## src/rtl/uwire_eeprom_host.sv

```systemverilog
module uwire_eeprom_host #(
  parameter int ADDR_W   = 6,
  parameter int DIV      = 2,
  parameter int POLL_MAX = 64
) (
  input  logic              clk,
  input  logic              rst_n,
  input  logic              start,
  input  logic              op_write,
  input  logic [ADDR_W-1:0] start_addr,
  input  logic [ADDR_W:0]   word_count,
  input  logic [15:0]       wr_data,
  output logic              wr_take,
  output logic [15:0]       rd_data,
  output logic              rd_valid,
  output logic              busy,
  output logic              done,
  output logic              timeout_err,
  output logic              ee_cs,
  output logic              ee_sk,
  output logic              ee_di,
  input  logic              ee_do
);
  localparam int CMD_W = 3 + ADDR_W;
  localparam int TXW   = CMD_W + 16;
  localparam int CW    = $clog2(TXW + 1);
  localparam int DW    = (DIV > 1) ? $clog2(DIV) : 1;
  localparam int PW    = (POLL_MAX > 1) ? $clog2(POLL_MAX) : 1;
  localparam logic [DW-1:0] DIV_LAST  = DW'(DIV - 1);
  localparam logic [PW-1:0] POLL_LAST = PW'(POLL_MAX - 1);
  localparam logic [CW-1:0] CMD_LEN   = CW'(CMD_W);
  localparam logic [CW-1:0] WR_LEN    = CW'(TXW);
  localparam logic [CW-1:0] RX_LEN    = CW'(17);
  localparam logic [TXW-1:0] FR_UNLOCK = {5'b10011, {(TXW-5){1'b0}}};
  localparam logic [TXW-1:0] FR_LOCK   = {1'b1, {(TXW-1){1'b0}}};

  typedef enum logic [2:0] {P_IDLE, P_SEL, P_TX, P_RX, P_GAP, P_POLL, P_RST} phase_t;
  typedef enum logic [1:0] {S_UNLOCK, S_WORD, S_LOCK} stage_t;

  phase_t            phase;
  stage_t            stage;
  logic              is_wr, abort, half, ready_seen;
  logic [ADDR_W-1:0] addr;
  logic [ADDR_W:0]   left;
  logic [TXW-1:0]    tx_sr;
  logic [CW-1:0]     bit_cnt;
  logic [15:0]       rx_sr;
  logic [DW-1:0]     div_cnt;
  logic [PW-1:0]     poll_cnt;

  wire [ADDR_W-1:0] nxt_addr = addr + 1'b1;
  wire tick_lo  = busy && !half && div_cnt == DIV_LAST;
  wire slot_end = busy &&  half && div_cnt == DIV_LAST;

  assign busy    = phase != P_IDLE;
  assign ee_sk   = half;
  assign ee_cs   = phase == P_SEL || phase == P_TX || phase == P_RX || phase == P_POLL;
  assign ee_di   = phase == P_TX && tx_sr[TXW-1];
  assign rd_data = rx_sr;

  always_ff @(posedge clk or negedge rst_n) begin
    if (!rst_n) begin
      phase <= P_IDLE; stage <= S_WORD;
      is_wr <= 1'b0; abort <= 1'b0; half <= 1'b0; ready_seen <= 1'b0;
      addr <= '0; left <= '0; tx_sr <= '0; bit_cnt <= '0; rx_sr <= '0;
      div_cnt <= '0; poll_cnt <= '0;
      wr_take <= 1'b0; rd_valid <= 1'b0; done <= 1'b0; timeout_err <= 1'b0;
    end else begin
      wr_take  <= 1'b0;
      rd_valid <= 1'b0;
      done     <= 1'b0;

      if (!busy) begin
        div_cnt <= '0;
        half    <= 1'b0;
      end else if (div_cnt == DIV_LAST) begin
        div_cnt <= '0;
        half    <= ~half;
      end else begin
        div_cnt <= div_cnt + 1'b1;
      end

      case (phase)
        P_IDLE: if (start) begin
          timeout_err <= 1'b0;
          abort       <= 1'b0;
          is_wr       <= op_write;
          addr        <= start_addr;
          left        <= word_count;
          bit_cnt     <= CMD_LEN;
          if (word_count == '0) begin
            done <= 1'b1;
          end else if (op_write) begin
            stage <= S_UNLOCK;
            tx_sr <= FR_UNLOCK;
            phase <= P_SEL;
          end else begin
            stage <= S_WORD;
            tx_sr <= {3'b110, start_addr, 16'h0000};
            phase <= P_SEL;
          end
        end

        P_SEL: if (slot_end) phase <= P_TX;

        P_TX: if (slot_end) begin
          tx_sr   <= tx_sr << 1;
          bit_cnt <= bit_cnt - 1'b1;
          if (bit_cnt == CW'(1)) begin
            if (stage != S_WORD) phase <= P_RST;
            else if (is_wr)      phase <= P_GAP;
            else begin
              phase   <= P_RX;
              bit_cnt <= RX_LEN;
            end
          end
        end

        P_RX: begin
          if (tick_lo) rx_sr <= {rx_sr[14:0], ee_do};
          if (slot_end) begin
            bit_cnt <= bit_cnt - 1'b1;
            if (bit_cnt == CW'(1)) begin
              rd_valid <= 1'b1;
              phase    <= P_RST;
            end
          end
        end

        P_GAP: if (slot_end) begin
          phase      <= P_POLL;
          poll_cnt   <= '0;
          ready_seen <= 1'b0;
        end

        P_POLL: begin
          if (tick_lo && ee_do) ready_seen <= 1'b1;
          if (slot_end) begin
            if (ready_seen) begin
              phase <= P_RST;
            end else if (poll_cnt == POLL_LAST) begin
              timeout_err <= 1'b1;
              abort       <= 1'b1;
              phase       <= P_RST;
            end else begin
              poll_cnt <= poll_cnt + 1'b1;
            end
          end
        end

        P_RST: if (slot_end) begin
          phase <= P_SEL;
          case (stage)
            S_UNLOCK: begin
              stage   <= S_WORD;
              tx_sr   <= {3'b101, addr, wr_data};
              bit_cnt <= WR_LEN;
              wr_take <= 1'b1;
            end
            S_WORD: begin
              if (left > (ADDR_W+1)'(1) && !abort) begin
                addr <= nxt_addr;
                left <= left - 1'b1;
                if (is_wr) begin
                  tx_sr   <= {3'b101, nxt_addr, wr_data};
                  bit_cnt <= WR_LEN;
                  wr_take <= 1'b1;
                end else begin
                  tx_sr   <= {3'b110, nxt_addr, 16'h0000};
                  bit_cnt <= CMD_LEN;
                end
              end else if (is_wr) begin
                stage   <= S_LOCK;
                tx_sr   <= FR_LOCK;
                bit_cnt <= CMD_LEN;
              end else begin
                phase <= P_IDLE;
                done  <= 1'b1;
              end
            end
            default: begin
              phase <= P_IDLE;
              done  <= 1'b1;
            end
          endcase
        end

        default: phase <= P_IDLE;
      endcase
    end
  end
endmodule

```

## config.mk

```make
export PLATFORM = sky130hd
export DESIGN_NAME = uwire_eeprom_host
export DESIGN_NICKNAME = d
export VERILOG_FILES = /design/src/rtl/uwire_eeprom_host.sv
export SDC_FILE = /design/constraint.sdc
export NUM_CORES = 1
export LEC_CHECK = 0
export BUFFER_PORTS_ARGS = -buffer_cell sky130_fd_sc_hd__buf_4
export CAP_MARGIN = 20
export CORE_MARGIN = 8
export CORE_UTILIZATION = 25
export CTS_CLUSTER_DIAMETER = 200
export DETAILED_ROUTE_END_ITERATION = 8
export PLACE_DENSITY_LB_ADDON = 0.08
export SLEW_MARGIN = 25
export SYNTH_ARGS = -nofsm -noshare
export SYNTH_HDL_FRONTEND = slang
export SYNTH_SLANG_ARGS = --single-unit
export TNS_END_PERCENT = 20
```

## constraint.sdc

```tcl
create_clock -name clk -period 6.9 [get_ports clk]
set_input_delay 1.38 -clock clk [delete_from_list [all_inputs] [get_ports clk]]
set_output_delay 1.38 -clock clk [all_outputs]
set_load 0.05 [all_outputs]
```

---- Word level (Yosys, flattened, before mapping) ----
Cells that the tools add are included.
word-level totals
  register bits ........................... 78
  input bits .............................. 34
  logic and storage cells ................. 176
operators by class
  $add $sub $neg .......................... 5
  order comparisons ....................... 1
  equality and inequality tests ........... 32
  muxes and demuxes ....................... 90
  bitwise gates (word level) .............. 1
  reduce and logical (&&, ||, !) cells .... 31
operator list
  cell                                                    number
  2-to-1 mux 25 bit                                       6
  case mux 25 bit (3 select lines)                        1
  2-to-1 mux 5 bit                                        10
  case mux 25 bit (2 select lines)                        1
  2-to-1 mux 24 bit                                       2
  2-to-1 mux 6 bit                                        8
  2-to-1 mux 3 bit                                        14
  2-to-1 mux 7 bit                                        4
  2-to-1 mux 1 bit                                        25
  inequality test 2 bit (second input constant)           12
  case mux 6 bit (2 select lines)                         2
  case mux 3 bit (7 select lines)                         1
  AND reduction 7 bit                                     3
  case mux 5 bit (4 select lines)                         1
  AND reduction 5 bit                                     3
  case mux 7 bit (2 select lines)                         1
  adder 6 x 1 -> 6 bit (second input constant)            2
  inequality test 2 x 1 -> 1 bit (second input constant)  6
  case mux 1 bit (2 select lines)                         6
  AND reduction 11 bit                                    1
  2-to-1 mux 2 bit                                        5
  case mux 5 bit (2 select lines)                         1
  == test 3 bit (second input constant)                   3
  case mux 2 bit (2 select lines)                         2
  24 further kinds                                        40

---- Depth between registers and ports, before layout ----
Gate-level depths: netlist (run 1).
  depth after elaboration ................. 6
  gate-level depth with buffers ........... 9
  depth with buffers taken out ............ 7

---- Least setup slack after synthesis (run 1) ----
Ideal clock, no wire load.
  path type ............................... input-to-reg
  from .................................... in start
  to ...................................... reg left[2]
  arrival time ............................ 2.675 ns
  required time ........................... 6.778 ns
  slack ................................... 4.104 ns
  stages on the path ...................... 5
  buffers on the path ..................... 1
  path through ............................ or3b_2 a21oi_1 clkbuf_1 nand3_1 a32o_1
on the way
  longest elaborated chain between the ends .. 2
RTL lines
  what                                    line  source
  start: declaration                      8     input logic start,
  inequality test 2 bit (no source line)  n/a
  AND reduction 5 bit (no source line)    n/a
  end signal: assignment                  89    left <= word_count;
  end signal: assignment                  163   left <= left - 1'b1;
  end: declaration                        44    logic [ADDR_W:0] left;
Every way passes these cells.
A chain may end at the register's enable or synchronous reset.

---- Worst setup path in the final report (run 1) ----
  from .................................... reg phase[1]
  to ...................................... out ee_di
on the way
  longest elaborated chain between the ends .. 2
RTL lines
  what                      line  source
  start: declaration        40    phase_t phase;
  start signal: assignment  63    phase <= P_IDLE; stage <= S_WORD;
  start signal: assignment  96    phase <= P_SEL;
  start signal: assignment  100   phase <= P_SEL;
  == test 3 x 2 -> 1 bit    58    assign ee_di = phase == P_TX && tx_sr[TXW-1];
  logical AND 1 bit         58
  end: declaration          21    output logic ee_di,
Every way passes these cells.

==> results of run 1 <==
-- cell families after synthesis --
group,after synthesis,synth area share
AND/OR/NAND/NOR,113,0.140
AO/OA/AOI/OAI,135,0.234
adder cells (fa/ha/maj),6,0.0180
buffers and inverters,40,0.0407
multiplexers,30,0.0833
XOR/XNOR,8,0.0168
flip-flops,78,0.468
-- flip-flops by register name, indices dropped and copies added (netlist names) --
| signal | count |
|---|---|
| rd_valid | 1 |
| left | 7 |
| tx_sr | 25 |
| ready_seen | 1 |
| addr | 6 |
| is_wr | 1 |
| wr_take | 1 |
| phase | 3 |
| done | 1 |
| stage | 2 |
| abort | 1 |
| ee_sk | 1 |
| div_cnt | 1 |
| rd_data | 16 |
| poll_cnt | 6 |
| bit_cnt | 5 |
-- per-layer routing --
metal  up-vias  global-route usage  routed length (um)
li1       1636                   -                   -
met1      1687               0.144                5520
met2        46               0.189                5500
met3         7              0.0286                 380
met4         0              0.0344                 123
met5         -                   0                   0
-- per-stage QoR --
stage / instances / util
global route: 686 / 0.310
detailed placement: 669 / 0.292
CTS: 685 / 0.310
global placement: 669 / 0.292
finish: 686 / 0.310
floorplan: 410 / -
-- path summary, 6_finish.rpt --
check,from,end,cells past startpoint
max in group asynchronous,rst_n,is_wr$_DFFE_PN0P_,2
worst min-delay path,tx_sr[4]$_DFFE_PN0P_,tx_sr[4]$_DFFE_PN0P_,1
min in group asynchronous,rst_n,rd_valid$_DFF_PN0_,1
worst max register to register,phase[0]$_DFFE_PN0P_,tx_sr[17]$_DFFE_PN0P_,6
worst max-delay path,phase[1]$_DFFE_PN0P_,ee_di,3
worst min register to register,tx_sr[4]$_DFFE_PN0P_,tx_sr[4]$_DFFE_PN0P_,1
-- worst register-to-register path: cells and delay by family (launching register included) --
kind	cells	cell delay [ns]
multiplexers	1	0.42
flip-flops	1	0.84
AO/OA/AOI/OAI	1	0.06
buffers and inverters	1	0.28
AND/OR/NAND/NOR	3	1.37
-- placed cells by master, fill, tap and decap left out, drive strengths merged, types with 3 or more instances in the layout --
| cell type | count |
|---|---|
| clkbuf | 9 |
| clkinv | 3 |
| nor4 | 4 |
| a2111oi | 3 |
| nor2 | 21 |
| o21ai | 19 |
| nand2 | 23 |
| mux2 | 26 |
| a32o | 3 |
| inv | 19 |
| a21oi | 27 |
| nor2b | 4 |
| nand3 | 13 |
| a22o | 19 |
| a31oi | 5 |
| xnor2 | 7 |
| a21o | 17 |
| o221ai | 4 |
| and3 | 7 |
| ha | 6 |
| a311oi | 3 |
| nand2b | 7 |
| a211oi | 5 |
| o22ai | 11 |
| dfrtp | 77 |
| mux2i | 4 |
| buf | 64 |
| or3 | 5 |
| nor3 | 20 |
-- area by class of cell --
| type | instances | area [um^2] |
|---|---|---|
| clock buffers | 9 | 225 |
| clock inverters | 7 | 56.3 |
| fillers | 1786 | 11400 |
| inverters | 16 | 60.1 |
| multi-input cells | 292 | 2050 |
| flip-flops and latches | 78 | 1950 |
| well taps | 220 | 275 |
| repair buffers | 64 | 484 |
-- power breakdown --
| group | leakage (uW) | internal (uW) | switching [uW] |
|---|---|---|---|
| sequential | 0.00101 | 590 | 185 |
| combinational | 0.00121 | 360 | 529 |
| clock | 0.000137 | 248 | 205 |
==> key figures, run 1 <==
Floorplanning
  • DIE WIDTH: 145 um
  • Die height: 145 um
  • # rows: 47
  • Core area: 0.0165 mm^2
  • Initial core utilization: 0.254
  • Ports: 58
  • Die Footprint: 0.0211 mm^2

Synthesis
  • Cell taking the most area after synthesis: dfrtp_1
  • Count leader, synth: dfrtp_1
  • Number of distinct library cells after synthesis: 59
  • Syn Std Cell Area: 0.00418 mm^2
  • Syn nets: 450
  • Yosys reg bits: 78
  • Post-synth top area share: 0.461
  • Syn Inst Count: 410
  • Commonest cells post-synth: dfrtp_1, a21oi_1, nand2_1
  • Synth warnings: 0
  • Top_reg_cell synth: dfrtp_1
  • Post-synth ARST share: 1.00
  • Number of enable flip-flop cells after synthesis: 0
  • Avg Inst Size Synth: 10.2 um^2
  • Largest cells by area after synthesis: dfrtp_1, mux2_2, a22o_1, a21oi_1, a21o_1
  • Register area share after synthesis: 0.468

STA
  • Period utilization: 0.518
  • Setup_tns: 0 ns
  • Final hold violations: 0
  • Final WS setup: 3.32 ns
  • Rel. slew slack: 0.304
  • Max-slew violation count: 0
  • Worst Tran Pin Value: 1.03 ns
  • Skew final: 0.00784 ns
  • Fmax: 280 MHz
  • RSZ-0062 raised after global routing: no
  • Final min period: 3.58 ns
  • WHS: 0.477 ns
  • Final setup vio count: 0

Placement
  • Pre-CTS WS: 3.55 ns
  • PortBufs: 57
  • Post-DP Area: 0.00482 mm^2
  • Post-detail-place hpwl: 8130 um
  • GPL Wtd Cong: 0.763

Critical path
  • CP max stage cell: dfrtp_1
  • Worst Path Required: 5.52 ns
  • Critical Path Sink Type: output port
  • Startpoint types: flop
  • Crit path buffers/inverters: 1
  • WS Path Type: reg2out
  • CP Max Fanout: 22
  • CP Cell Sequence: nor2b_1, and3_1, buf_4
  • Reg2reg setup slack: 3.82 ns
  • CP delay by family, top: simple AND/OR/NAND/NOR gates
  • CP peak stage delay: 0.73 ns
  • Data arrival, critical path: 2.20 ns

Pwr
  • PwrDens: 414 mW/mm^2
  • Worst VDD drop: 0.133 mV
  • Final total power: 2120 uW
  • Pleak: 0.00236 uW

Clock tree
  • Clock root cell: clkbuf_16
  • Post-CTS Setup Inserts: 0
  • Total CTS buffers: 9
  • CTS tree: yes
  • CTS sink cnt: 78
  • Clock Latency Late Sink: 0.34 ns
  • Hold_buf cts: 0
  • CTS clk-pin slew, worst paths: 0.06 ns
  • Htree depth: 3
  • CTS resizes: 0
  • Clk buf depth: 2

Routing
  • DRT Pass-1 Iters: 4
  • 1st-iter DRT viols: 178
  • DRT antenna net count: 0
  • DRC: 0
  • DR vias/cell: 4.92
  • Avg WL per Cell: 16.8 um
  • Via count: 3376
  • Final WL: 11500 um

Cells and area
  • Design area: 0.00511 mm^2
  • Layout net count: 501
  • Layout cells sized above 1: 0.253
  • Layout area overhead: 22.3%
  • N_diodes: 0

Run status
  • Outcome: complete, no violations

GRT
  • First-pass GRT wire length: 19600 um
  • GRT Total Usage: 0.114
  • Vias in the first global route: 3665
  • Initial antenna violation count: 0
  • Pin count of the biggest net entering global routing: 47
  • Total grt overflow: 0

Flow run
  • Maxcap violations: 0

Worst hold path
  • Hold Crit Class: reg2reg
Power figures use the tool's default switching activity.
==> run 2, diff against run 1 <==
--- a/config.mk
+++ b/config.mk
@@ -5,6 +5,7 @@
 export SDC_FILE = /design/constraint.sdc
 export NUM_CORES = 1
 export LEC_CHECK = 0
+export ABC_AREA = 1
 export BUFFER_PORTS_ARGS = -buffer_cell sky130_fd_sc_hd__buf_4
 export CAP_MARGIN = 20
 export CORE_MARGIN = 8
==> constraint.sdc (replaced) <==
create_clock -name clk -period 3.24 [get_ports clk]
set_input_delay 0.648 -clock clk [delete_from_list [all_inputs] [get_ports clk]]
set_output_delay 0.648 -clock clk [all_outputs]
set_load 0.05 [all_outputs]
==> key figures, run 2 <==
Critical path
  • CP Max Fanout: 27
  • CP delay by family, top: simple AND/OR/NAND/NOR gates
  • Worst Path Required: 3.46 ns
  • R2R depth: 11
  • Critical Path Sink Type: flop
  • Startpoint types: flop
  • CP max stage cell: dfrtp_1
  • CP peak stage delay: 0.44 ns
  • Critical R2R Launch: phase[0]$_DFFE_PN0P_
  • WS Path Type: reg2reg
  • Most frequent CP cell: nand2_2
  • Reg2reg setup slack: 0.83 ns
  • Data arrival, critical path: 2.63 ns
  • Crit path buffers/inverters: 3
  • CP Cell Sequence: inv_2, nand2_2, nor2_8, buf_4, nand2_2, nand2_2, nor2_4, nand2_4, inv_4, nand2_1, o21ai_0
  • Worst reg2reg endpoint: tx_sr[20]$_DFFE_PN0P_

Run status
  • Outcome: complete, no violations

Cells and area
  • Post-Layout Cell Count: 902
  • Commonest non-fill, non-tap cell in the layout: nand2_1
  • Layout net count: 712
  • Layout area overhead: 21.1%
  • N_diodes: 0
  • Commonest non-fill, non-tap cells in the layout: nand2_1, dfrtp_1, buf_4, inv_1, nand3_1
  • Max reg flops: 25
  • Top reg by flops: tx_sr
  • Filler Cell Count: 1896
  • Post-layout util: 0.310
  • Layout cells sized above 1: 0.165

GRT
  • Pin count of the biggest net entering global routing: 54
  • Vias in the first global route: 3942
  • Total grt overflow: 0
  • First-pass GRT wire length: 20800 um
  • Initial antenna violation count: 0
  • GRT Total Usage: 0.118

Pwr
  • PwrDens: 877 mW/mm^2
  • Pleak: 0.00283 uW
  • Worst VDD drop: 0.402 mV

Clock tree
  • Htree depth: 3
  • Post-CTS Setup Inserts: 0
  • CTS resizes: 0
  • CTS sink cnt: 78
  • Hold_buf cts: 0
  • CTS tree: yes
  • Clock Latency Late Sink: 0.35 ns
  • Clk buf depth: 2
  • Total CTS buffers: 9
  • Clock root cell: clkbuf_16
  • CTS clk-pin slew, worst paths: 0.07 ns

Routing
  • Avg WL per Cell: 13.7 um
  • DRC: 0
  • DR vias/cell: 4.42
  • 1st-iter DRT viols: 258
  • Via count: 3991
  • DRT Pass-1 Iters: 7
  • DRT antenna net count: 0
  • Final WL: 12400 um

Worst hold path
  • Hold Crit Class: in2async

STA
  • Final min period: 2.41 ns
  • Max-slew violation count: 0
  • RSZ-0062 raised after global routing: no
  • Final hold violations: 0
  • Fmax: 415 MHz
  • Period utilization: 0.743
  • Setup_tns: 0 ns
  • Rel. slew slack: 0.520
  • WHS: 0.357 ns
  • Worst Tran Pin Value: 0.719 ns
  • Skew final: 0.0121 ns
  • Final setup vio count: 0

Synthesis
  • Yosys reg bits: 78
  • Register area share after synthesis: 0.440
  • Syn nets: 656
  • Cell taking the most area after synthesis: dfrtp_1
  • Largest cells by area after synthesis: dfrtp_1, nand2_1, nand3_1, o21ai_0, inv_1
  • Commonest cells post-synth: nand2_1, dfrtp_1, inv_1
  • Syn Inst Count: 616
  • Post-synth ARST share: 1.00
  • Synth warnings: 0
  • Syn Std Cell Area: 0.00444 mm^2
  • Top_reg_cell synth: dfrtp_1
  • Post-synth top area share: 0.434
  • Number of enable flip-flop cells after synthesis: 0
  • Count leader, synth: nand2_1
  • Avg Inst Size Synth: 7.21 um^2
  • Number of distinct library cells after synthesis: 39

Floorplanning
  • Die Footprint: 0.0223 mm^2
  • Die height: 149 um
  • # rows: 48
  • Core area: 0.0174 mm^2
  • Ports: 58
  • DIE WIDTH: 149 um
  • Initial core utilization: 0.256

Flow run
  • Maxcap violations: 0

Placement
  • Post-detail-place hpwl: 8980 um
  • PortBufs: 57
  • GPL Wtd Cong: 0.823
  • Placed Cells: 886
-- run 2: cell count changes in the layout (fill, tap and decap cells not counted), moves of 19 or more --
cell,delta
a22o_1,-19
nor2_1,+21
o21ai_0,+23
inv_1,+33
mux2_2,-22
nand2_1,+225
nand3_1,+31
-- run 2: power by group --
| part | leakage (uW) | internal, uW | switching, uW |
|---|---|---|---|
| clock | 0.000136 | 527 | 444 |
| combinational | 0.00167 | 663 | 1560 |
| sequential | 0.00103 | 1270 | 258 |
| total | 0.00283 | 2460 | 2260 |
-- run 2: logic make-up after synthesis --
family | count (synthesis) | synth area share
AOI/OAI and AO/OA | 77 | 0.0943
and+or+nand+nor | 368 | 0.355
muxes | 3 | 0.00676
xor gates and xnor gates | 8 | 0.0158
adders and majority gates | 6 | 0.0169
DFF | 78 | 0.440
buffers and inverters | 76 | 0.0721
-- run 2: per-layer routing --
layer  global-route usage  vias up  share of wire
met2                0.182       61           0.46
met1                0.157     1855           0.49
li1                     -     2063              -
met5                    0        -              0
met3               0.0309       12          0.039
met4               0.0379        0          0.011
-- run 2: area by class of cell --
| cell class | count | area (um^2) | area share |
|---|---|---|---|
| multi-input cells | 462 | 2170 | 0.403 |
| inverters | 61 | 231 | 0.0430 |
| clock buffers | 9 | 225 | 0.0419 |
| well taps | 225 | 282 | 0.0523 |
| clock inverters | 7 | 56.3 | 0.0105 |
| repair buffers | 60 | 463 | 0.0860 |
| flip-flops and latches | 78 | 1950 | 0.363 |
-- run 2: how the worst max path moves through the flow --
stage	end	cells past startpoint	slack, ns	startpoint
finish	tx_sr[20]$_DFFE_PN0P_	11	0.83	phase[0]$_DFFE_PN0P_
global route	tx_sr[20]$_DFFE_PN0P_	10	0.67	phase[1]$_DFFE_PN0P_
CTS	tx_sr[20]$_DFFE_PN0P_	11	0.81	phase[0]$_DFFE_PN0P_
detailed placement	tx_sr[20]$_DFFE_PN0P_	11	0.84	phase[0]$_DFFE_PN0P_
global placement	tx_sr[20]$_DFFE_PN0P_	11	0.93	phase[0]$_DFFE_PN0P_
floorplan	ee_di	5	1.06	phase[0]$_DFFE_PN0P_
-- run 2: through the flow --
stage | cell area, um^2 | power (uW) | setup WS (ns)
after floorplan | 4440 | 3220 | 1.06
after global placement | 5100 | 3800 | 0.934
after detailed placement | 5100 | 3800 | 0.835
after CTS | 5380 | 4820 | 0.805
after global routing | 5380 | 5150 | 0.668
final | 5380 | 4720 | 0.832
==> run 3, diff against run 2 <==
--- a/config.mk
+++ b/config.mk
@@ -5,7 +5,7 @@
 export SDC_FILE = /design/constraint.sdc
 export NUM_CORES = 1
 export LEC_CHECK = 0
-export ABC_AREA = 1
+export ABC_AREA = 0
 export BUFFER_PORTS_ARGS = -buffer_cell sky130_fd_sc_hd__buf_4
 export CAP_MARGIN = 20
 export CORE_MARGIN = 8
==> constraint.sdc (replaced) <==
create_clock -name clk -period 2.3 [get_ports clk]
set_input_delay 0.46 -clock clk [delete_from_list [all_inputs] [get_ports clk]]
set_output_delay 0.46 -clock clk [all_outputs]
set_load 0.05 [all_outputs]
==> key figures, run 3 (synthesis results as in run 1) <==
Floorplanning
  • Initial core utilization: 0.254
  • Die Footprint: 0.0211 mm^2
  • Core area: 0.0165 mm^2
  • Die height: 145 um
  • Ports: 58
  • # rows: 47
  • DIE WIDTH: 145 um

Pwr
  • PwrDens: 1290 mW/mm^2
  • Worst VDD drop: 0.664 mV
  • Pleak: 0.00254 uW

GRT
  • Initial antenna violation count: 0
  • Pin count of the biggest net entering global routing: 34
  • Vias in the first global route: 3657
  • GRT Total Usage: 0.118
  • First-pass GRT wire length: 20000 um
  • Total grt overflow: 0

Critical path
  • Crit path buffers/inverters: 5
  • Critical Path Sink Type: output port
  • CP Cell Sequence: buf_4, buf_12, inv_1, buf_4, and3_1, buf_4
  • Data arrival, critical path: 1.74 ns
  • Startpoint types: flop
  • CP peak stage delay: 0.46 ns
  • WS Path Type: reg2out
  • Most frequent CP cell: buf_4
  • CP Max Fanout: 15
  • CP delay by family, top: buffers and inverters
  • Worst Path Required: 1.84 ns
  • Reg2reg setup slack: 0.12 ns
  • CP max stage cell: dfrtp_2

STA
  • Final WS setup: 0.0951 ns
  • Setup_tns: 0 ns
  • RSZ-0062 raised after global routing: yes
  • Period utilization: 0.959
  • Skew final: 0.00852 ns
  • Final min period: 2.20 ns
  • Fmax: 454 MHz
  • Final setup vio count: 0
  • Rel. slew slack: 0.637
  • Max-slew violation count: 0
  • Final hold violations: 0
  • Worst Tran Pin Value: 0.540 ns

Worst hold path
  • Hold Crit Class: in2async

Routing
  • Final WL: 12000 um
  • DRC: 0
  • Via count: 3513
  • DRT Pass-1 Iters: 4
  • 1st-iter DRT viols: 108
  • DR vias/cell: 4.89
  • DRT antenna net count: 0
  • Avg WL per Cell: 16.6 um

Clock tree
  • Clock root cell: clkbuf_16
  • CTS tree: yes
  • Hold_buf cts: 0
  • Clk buf depth: 2
  • Post-CTS Setup Inserts: 0
  • CTS sink cnt: 78
  • CTS clk-pin slew, worst paths: 0.06 ns
  • Clock Latency Late Sink: 0.34 ns
  • Total CTS buffers: 9
  • Htree depth: 3

Cells and area
  • Filler Cell Count: 1736
  • Commonest non-fill, non-tap cells in the layout: buf_4, dfrtp_1, a21oi_1, nand2_1, mux2_2
  • Max reg flops: 25
  • Commonest non-fill, non-tap cell in the layout: buf_4
  • Layout area overhead: 30.6%
  • Layout cells sized above 1: 0.305
  • Top reg by flops: tx_sr
  • N_diodes: 0
  • Layout net count: 533

Placement
  • GPL Wtd Cong: 0.780
  • Post-detail-place hpwl: 8880 um
  • Pre-CTS WS: 0.0609 ns
  • PortBufs: 57

Run status
  • Outcome: complete, no violations

Flow run
  • Maxcap violations: 0
-- run 3: cell types whose count changed in the layout (fill, tap and decap cells not counted), moves of 17 or more --
cell,delta
a21o_1,+17
nor2_1,-21
inv_1,-33
o21ai_0,-23
buf_4,+33
nand2_1,-225
nand3_1,-31
a22o_1,+19
mux2_2,+22
-- run 3: layer usage --
layer	share of wire	vias up	wire length, um	GRT usage
li1	-	1704	-	-
met5	0	-	0	0
met4	0.012	0	145	0.0344
met1	0.47	1748	5630	0.147
met3	0.033	11	399	0.0339
met2	0.48	50	5770	0.194
-- run 3: area by class of cell --
type                            instances  area (um^2)  share of cell area
Clock buffer                           11          233              0.0427
Multi-Input combinational cell        292         2080               0.381
Sequential cell                        78         1960               0.359
Tap cell                              220          275              0.0505
Clock inverter                          5         83.8              0.0154
Timing Repair Buffer                   96          771               0.141
Inverter                               16         60.1              0.0110
-- run 3: path summary, 6_finish.rpt --
kind                                           end                   from  depth (start not counted)
setup / recovery                             ee_di   phase[2]$_DFFE_PN0P_                          6
hold / removal             poll_cnt[0]$_DFFE_PN0P_                  rst_n                          1
setup reg to reg             tx_sr[16]$_DFFE_PN0P_    left[1]$_DFFE_PN0P_                          8
hold reg to reg              tx_sr[11]$_DFFE_PN0P_  tx_sr[11]$_DFFE_PN0P_                          1
max in group asynchronous   rd_data[8]$_DFFE_PN0P_                  rst_n                          2
min in group clk            rd_data[0]$_DFFE_PN0P_                  ee_do                          2
-- run 3: power by group --
part	switching (uW)	internal, uW
Clock	575	953
Combinational	1880	1450
Sequential	384	1780
Total	2840	4190
-- run 3: what timing repair did --
item,in CTS,in global routing
pin swaps,0,0
resized for setup,1,3
setup endpoints to repair,1,4
hold endpoints to repair,0,0
-- run 3: stage by stage --
stage / instance area (um^2) / hold slack [ns] / util / cells / total power (uW)
global route: 5460 / 0.0303 / 0.331 / 718 / 7550
finish: 5460 / 0.0161 / 0.331 / 718 / 7030
floorplan: 4200 / 0.164 / - / 410 / 4340
CTS: 5440 / 0.0169 / 0.331 / 718 / 7130
detailed placement: 5130 / 0.388 / 0.311 / 702 / 5540
global placement: 5130 / 0.393 / 0.311 / 702 / 5530
